File: config.mk
export PLATFORM = sky130hd
export DESIGN_NAME = cmdif_ctrl
export DESIGN_NICKNAME = d
export VERILOG_FILES = /design/src/rtl/cmdif_pkg.sv /design/src/rtl/cmdif_req_timer.sv /design/src/rtl/cmdif_fsm.sv /design/src/rtl/cmdif_regs.sv /design/src/rtl/cmdif_ctrl.sv
export SDC_FILE = /design/constraint.sdc
export NUM_CORES = 1
export LEC_CHECK = 0
export BUFFER_PORTS_ARGS = -buffer_cell sky130_fd_sc_hd__buf_4
export CAP_MARGIN = 0
export CORE_MARGIN = 8
export CORE_UTILIZATION = 35
export CTS_BUF_LIST = sky130_fd_sc_hd__clkbuf_16
export CTS_CLUSTER_SIZE = 40
export DETAILED_ROUTE_END_ITERATION = 12
export GPL_ROUTABILITY_DRIVEN = 0
export PLACE_DENSITY = 0.74
export SLEW_MARGIN = 20
export SYNTH_ARGS = -nofsm -noshare
export SYNTH_HDL_FRONTEND = slang
export SYNTH_SLANG_ARGS = --single-unit
File: constraint.sdc
create_clock -name clk -period 2.9 [get_ports clk]
set_input_delay 0.145 -clock clk [delete_from_list [all_inputs] [get_ports clk]]
set_output_delay 0.145 -clock clk [all_outputs]
set_load 0.1 [all_outputs]
File: src/rtl/cmdif_pkg.sv
package cmdif_pkg;

  typedef enum logic [1:0] {
    ST_IDLE  = 2'd0,
    ST_READY = 2'd1,
    ST_EXEC  = 2'd2,
    ST_DONE  = 2'd3
  } cmd_state_e;

  localparam int unsigned IDX_W    = 2;
  localparam int unsigned REQ_BITS = 2;
  localparam int unsigned BIT_RDY  = 0;
  localparam int unsigned BIT_IDLE = 1;

  localparam logic [IDX_W-1:0] IDX_REQ = 2'd0;
  localparam logic [IDX_W-1:0] IDX_STS = 2'd1;
  localparam logic [IDX_W-1:0] IDX_CAN = 2'd2;
  localparam logic [IDX_W-1:0] IDX_GO  = 2'd3;

endpackage

File: src/rtl/cmdif_req_timer.sv
module cmdif_req_timer
  import cmdif_pkg::*;
#(
  parameter int unsigned TIMEOUT_CYC = 16
) (
  input  logic                clk,
  input  logic                rst_n,
  input  logic [REQ_BITS-1:0] req_i,
  output logic [REQ_BITS-1:0] expired_o
);

  localparam int unsigned CNT_W = $clog2(TIMEOUT_CYC + 1);
  localparam logic [CNT_W-1:0] LAST = CNT_W'(TIMEOUT_CYC - 1);

  // one independent age counter per request bit
  for (genvar b = 0; b < REQ_BITS; b++) begin : g_bit
    logic [CNT_W-1:0] age_q;

    always_ff @(posedge clk or negedge rst_n) begin
      if (!rst_n) begin
        age_q <= '0;
      end else if (!req_i[b]) begin
        age_q <= '0;
      end else begin
        age_q <= age_q + 1'b1;
      end
    end

    // the edge that sees the bit set for the TIMEOUT_CYC-th time
    assign expired_o[b] = req_i[b] && (age_q == LAST);
  end

endmodule

File: src/rtl/cmdif_fsm.sv
module cmdif_fsm
  import cmdif_pkg::*;
(
  input  logic                clk,
  input  logic                rst_n,
  input  logic                start_wr_i,
  input  logic                done_i,
  input  logic [REQ_BITS-1:0] req_i,
  output cmd_state_e          state_o,
  output logic [REQ_BITS-1:0] ack_o,
  output logic                start_bit_o,
  output logic                eng_start_o
);

  cmd_state_e state_q, state_d;
  logic       start_q, start_d;
  logic       launch;
  logic       finish;

  assign launch = start_wr_i && (state_q == ST_READY);
  assign finish = done_i && (state_q == ST_EXEC);

  always_comb begin
    state_d = state_q;
    start_d = start_q;
    ack_o   = '0;
    if (launch) begin
      state_d = ST_EXEC;
      start_d = 1'b1;
    end else if (state_q == ST_EXEC) begin
      if (finish) begin
        state_d = ST_DONE;
        start_d = 1'b0;
      end
    end else if (req_i[BIT_IDLE]) begin
      // response consumed: go-idle served before command-ready
      state_d          = ST_IDLE;
      ack_o[BIT_IDLE]  = 1'b1;
    end else if (req_i[BIT_RDY]) begin
      state_d          = ST_READY;
      ack_o[BIT_RDY]   = 1'b1;
    end
  end

  always_ff @(posedge clk or negedge rst_n) begin
    if (!rst_n) begin
      state_q     <= ST_IDLE;
      start_q     <= 1'b0;
      eng_start_o <= 1'b0;
    end else begin
      state_q     <= state_d;
      start_q     <= start_d;
      eng_start_o <= launch;
    end
  end

  assign state_o     = state_q;
  assign start_bit_o = start_q;

endmodule

File: src/rtl/cmdif_regs.sv
module cmdif_regs
  import cmdif_pkg::*;
#(
  parameter int unsigned DATA_W = 32
) (
  input  logic                clk,
  input  logic                rst_n,
  input  logic                wr_i,
  input  logic [IDX_W-1:0]    waddr_i,
  input  logic [DATA_W-1:0]   wdata_i,
  input  logic [IDX_W-1:0]    raddr_i,
  input  logic [REQ_BITS-1:0] ack_i,
  input  logic [REQ_BITS-1:0] expired_i,
  input  cmd_state_e          state_i,
  input  logic                start_bit_i,
  output logic [REQ_BITS-1:0] req_o,
  output logic                fatal_o,
  output logic                cancel_o,
  output logic                eng_cancel_o,
  output logic [DATA_W-1:0]   rdata_o
);

  localparam logic [DATA_W-1:0] WORD_ONE  = DATA_W'(1);
  localparam logic [DATA_W-1:0] WORD_ZERO = '0;

  logic [REQ_BITS-1:0] req_q;
  logic [REQ_BITS-1:0] req_set;
  logic                fatal_q;
  logic                cancel_q;
  logic                wr_req, wr_can;
  logic                can_one, can_zero;

  assign wr_req   = wr_i && (waddr_i == IDX_REQ);
  assign wr_can   = wr_i && (waddr_i == IDX_CAN);
  assign can_one  = wr_can && (wdata_i == WORD_ONE);
  assign can_zero = wr_can && (wdata_i == WORD_ZERO);
  assign req_set  = wr_req ? wdata_i[REQ_BITS-1:0] : '0;

  always_ff @(posedge clk or negedge rst_n) begin
    if (!rst_n) begin
      req_q        <= '0;
      fatal_q      <= 1'b0;
      cancel_q     <= 1'b0;
      eng_cancel_o <= 1'b0;
    end else begin
      req_q        <= (req_q & ~ack_i) | req_set;
      fatal_q      <= fatal_q | (|expired_i);
      eng_cancel_o <= can_one && (state_i == ST_EXEC);
      if (can_one) begin
        cancel_q <= 1'b1;
      end else if (can_zero) begin
        cancel_q <= 1'b0;
      end
    end
  end

  always_comb begin
    rdata_o = '0;
    unique case (raddr_i)
      IDX_REQ: rdata_o[REQ_BITS-1:0] = req_q;
      IDX_STS: begin
        rdata_o[1] = (state_i == ST_IDLE);
        rdata_o[0] = fatal_q;
      end
      IDX_CAN: rdata_o[0] = cancel_q;
      IDX_GO:  rdata_o[0] = start_bit_i;
      default: rdata_o = '0;
    endcase
  end

  assign req_o    = req_q;
  assign fatal_o  = fatal_q;
  assign cancel_o = cancel_q;

endmodule

File: src/rtl/cmdif_ctrl.sv
module cmdif_ctrl
  import cmdif_pkg::*;
#(
  parameter int unsigned DATA_W      = 32,
  parameter int unsigned TIMEOUT_CYC = 16
) (
  input  logic              clk,
  input  logic              rst_n,
  input  logic              reg_wr,
  input  logic [1:0]        reg_waddr,
  input  logic [DATA_W-1:0] reg_wdata,
  input  logic [1:0]        reg_raddr,
  output logic [DATA_W-1:0] reg_rdata,
  input  logic              eng_done,
  output logic              eng_start,
  output logic              eng_cancel
);

  localparam logic [DATA_W-1:0] GO_WORD = DATA_W'(1);

  cmd_state_e          state_q;
  logic [REQ_BITS-1:0] req_q;
  logic [REQ_BITS-1:0] ack;
  logic [REQ_BITS-1:0] expired;
  logic                start_bit;
  logic                fatal_q;
  logic                cancel_q;
  logic                start_wr;

  assign start_wr = reg_wr && (reg_waddr == IDX_GO) && (reg_wdata == GO_WORD);

  cmdif_fsm u_fsm (
    .clk         (clk),
    .rst_n       (rst_n),
    .start_wr_i  (start_wr),
    .done_i      (eng_done),
    .req_i       (req_q),
    .state_o     (state_q),
    .ack_o       (ack),
    .start_bit_o (start_bit),
    .eng_start_o (eng_start)
  );

  cmdif_req_timer #(.TIMEOUT_CYC(TIMEOUT_CYC)) u_timer (
    .clk       (clk),
    .rst_n     (rst_n),
    .req_i     (req_q),
    .expired_o (expired)
  );

  cmdif_regs #(.DATA_W(DATA_W)) u_regs (
    .clk          (clk),
    .rst_n        (rst_n),
    .wr_i         (reg_wr),
    .waddr_i      (reg_waddr),
    .wdata_i      (reg_wdata),
    .raddr_i      (reg_raddr),
    .ack_i        (ack),
    .expired_i    (expired),
    .state_i      (state_q),
    .start_bit_i  (start_bit),
    .req_o        (req_q),
    .fatal_o      (fatal_q),
    .cancel_o     (cancel_q),
    .eng_cancel_o (eng_cancel),
    .rdata_o      (reg_rdata)
  );

endmodule

==> flow_metrics.py <==
metrics = {
    "synthesis": {
        "synthArstFlopShare_pct": 100.0,
        "synthTopCellsByArea": "dfrtp_1 40%, buf_4 19%, ha_1 4.3%, nor4_2 4.3%, nor2b_1 2.7%",
        "synth.most_common_cell": "buf_4",
        "ys_seq_area_share_pct": 40.38,
        "netlist_top_cells_count": "30 x buf_4, 19 x dfrtp_1, 8 x nor2_1",
        "synth.largest_area_cell": "dfrtp_1",
        "synth_area_um2": 1177,
        "synth_cell_types": 32,
        "yosys_warnings": 0,
        "ys_seq_elements": 19,
        "syn-mean-instance-area_um2": 10.06,
        "synth-main-ff-cell": "dfrtp_1",
        "synthCells": 117,
        "yosysTopAreaCellShare_pct": 40.38,
        "synth_edf_count": 0,
    },
    "sta": {
        "finalSetupTns_ns": 0,
        "maxSlewViolCount": 0,
        "fmax_ghz": 0.6221,
        "finalClockSkew_ns": 0.004678,
        "finalCritPeriodShare_pct": 55.43,
        "setup_viol": 0,
        "rsz0062_at_grt": "no",
        "holdWs_ns": 0.1567,
        "post-route-min-period_ns": 1.607,
        "hold_viol_final": 0,
    },
    "placed_design": {
        "portBuffers": 43,
        "placed_cells": 205,
        "hpwl_um": 2225,
    },
    "route": {
        "drt_iter0_drc": 100,
        "post-route-drc-count": 0,
        "ant_nets": 0,
        "num_vias": 869,
        "drt-pass1-iter-count": 4,
        "vias_per_cell": 4.138,
        "drt_wl_total_um": 2644,
        "routedWlPerCell_um": 12.59,
    },
    "worst_setup_path": {
        "crit_type": "flip-flop to output pin",
        "path_max_fanout": 10,
        "cp.arrival_ns": 1.46,
        "cp.required_ns": 2.76,
        "critPathCaptureType": "output pin",
        "crit_chain": "mux4_2 > buf_4",
        "critPathMaxStageDelay_ns": 0.49,
        "cp_top_family": "multiplexers",
        "path_buf_inv": 1,
        "crit_path_start_kind": "flip-flop",
        "worst_path_max_delay_cell": "mux4_2",
    },
    "grt": {
        "grt_use_total_pct": 9.043,
        "first_global_vias": 907,
        "grt_overflow": 0,
        "grt_max_degree": 20,
        "grt_antenna_before_repair": 0,
        "grt_pass1_wl_um": 3939,
    },
    "clock_tree": {
        "cts_resized": 0,
        "cts-root-buf": "clkbuf_16",
        "cts_tree": "done",
        "clock_latency_ns": 0.25,
        "clk_pin_slew_ns": 0.05,
        "cts_buffer_depth": 2,
        "cts_buffers": 3,
        "cts.sinks": 19,
        "h-tree-depth": 1,
    },
    "floorplan": {
        "dieWidth_um": 74,
        "start_util_pct": 35.85,
        "core_um2": 3284,
        "die_h_um": 74,
        "rows": 21,
        "ios": 74,
        "dieArea_um2": 5476,
    },
    "power_and_ir_drop": {
        "p_leak_uw": 0.0007835,
        "vdd_drop_max_uv": 218.2,
        "p_per_area_nw_per_um2": 555.7,
    },
    "min_path": {
        "min_path_type": "input pin to flip-flop",
    },
    "finish": {
        "diodes": 0,
        "instances_no_fill": 210,
        "areaGrowthSynthToFinish_pct": 30.07,
        "layout.nets": 209,
        "final_layout_size_suffix_gt1_share_pct": 34.76,
    },
    "job": {
        "cap_violations": 0,
    },
    "run_status": {
        "status": "completed",
    },
}
==> kinds of logic (layout without fill, tap and decap cells) <==
kind of cell             Yosys count  in the layout  synth area share (%)
AND/OR/NAND/NOR                   45             45                 23.91
buffers and inverters             34             52                 20.40
flip-flops                        19             19                 40.38
AO/OA/AOI/OAI                      7              7                 4.039
adder cells (fa/ha/maj)            4              4                 4.251
XOR/XNOR                           4              4                 2.976
multiplexers                       3              3                 3.719
other                              1             30                0.3185
==> worst reg2reg max path, stage by stage, from the launching register on <==
cell     delay [ns]
dfrtp_1        0.39
ha_1           0.22
and3_1         0.19
ha_1           0.17
a221o_1        0.33
==> sequential cells by signal, summed over array words and instances (netlist names) <==
signal	cells
u_timer.g_bit.age_q	10
u_fsm.state_o	2
u_regs.req_o	2
u_fsm.eng_start_o	1
u_fsm.start_bit_o	1
u_regs.cancel_o	1
u_regs.eng_cancel_o	1
u_regs.fatal_o	1
==> what timing repair did <==
item                                   in CTS  in global routing
setup buffers                               0                  0
hold buffers                                1                  0
endpoints found under the hold margin      19                  0
==> placed cells by master (no fill, tap or decap), drive strengths merged, types with 3 or more instances in the layout <==
cell type,n
o21ai,3
clkbuf,3
buf,43
conb,30
inv,4
a21oi,3
nor4,7
nand4,3
nor2,8
nand2,5
ha,4
dfrtp,19
nor2b,5
and2,4
==> report_power, final <==
| group | switching [uW] | leakage, uW | total [uW] | internal, uW |
|---|---|---|---|---|
| logic | 226 | 0.000481 | 285 | 59.1 |
| clock network | 89.1 | 0.0000409 | 273 | 184 |
| registers | 14.9 | 0.000262 | 293 | 278 |
| total | 330 | 0.000783 | 851 | 521 |
==> area by class of cell <==
| type | instances | area [um^2] |
|---|---|---|
| Sequential cell | 19 | 475.5 |
| Timing Repair Buffer | 44 | 332.8 |
| Tap cell | 46 | 57.56 |
| Fill cell | 323 | 1753 |
| Clock inverter | 1 | 5.005 |
| Clock buffer | 3 | 75.07 |
| Multi-Input combinational cell | 93 | 570.5 |
| Inverter | 4 | 15.01 |
==> layer usage <==
metal / up-vias / global-route usage (%) / share of wire [%]
met5: - / 0 / 0
met4: 0 / 3.991 / 1.1
met3: 2 / 1.348 / 5.3
met2: 27 / 16.11 / 58
met1: 406 / 10.36 / 35
li1: 434 / - / -
==> per-stage QoR <==
step / cell area (um^2) / utilization, % / total power (uW) / setup slack (ns)
after floorplan: 1286 / - / 548.0 / 0.9429
after global placement: 1441 / 43.89 / 576.7 / 1.329
after detailed placement: 1441 / 43.89 / 579.6 / 1.331
after CTS: 1531 / 46.63 / 861.7 / 1.290
after global routing: 1531 / 46.63 / 886.9 / 1.240
final: 1531 / 46.63 / 851.0 / 1.293
==> worst paths after layout <==
check	from	depth (start not counted)	slack, ns	endpoint
max in group asynchronous	rst_n	2	2.39	u_timer.g_bit[1].age_q[0]$_DFF_PN0_
min in group asynchronous	rst_n	2	0.32	u_timer.g_bit[1].age_q[3]$_DFF_PN0_
max	u_regs.req_o[0]$_DFF_PN0_	2	1.29	reg_rdata[0]
max reg2reg	u_timer.g_bit[0].age_q[0]$_DFF_PN0_	4	1.48	u_regs.fatal_o$_DFF_PN0_
min reg2reg	u_timer.g_bit[1].age_q[0]$_DFF_PN0_	1	0.45	u_timer.g_bit[1].age_q[0]$_DFF_PN0_
min	reg_wdata[0]	2	0.16	u_regs.cancel_o$_DFFE_PN0P_
(Power assumes the default switching activity.)
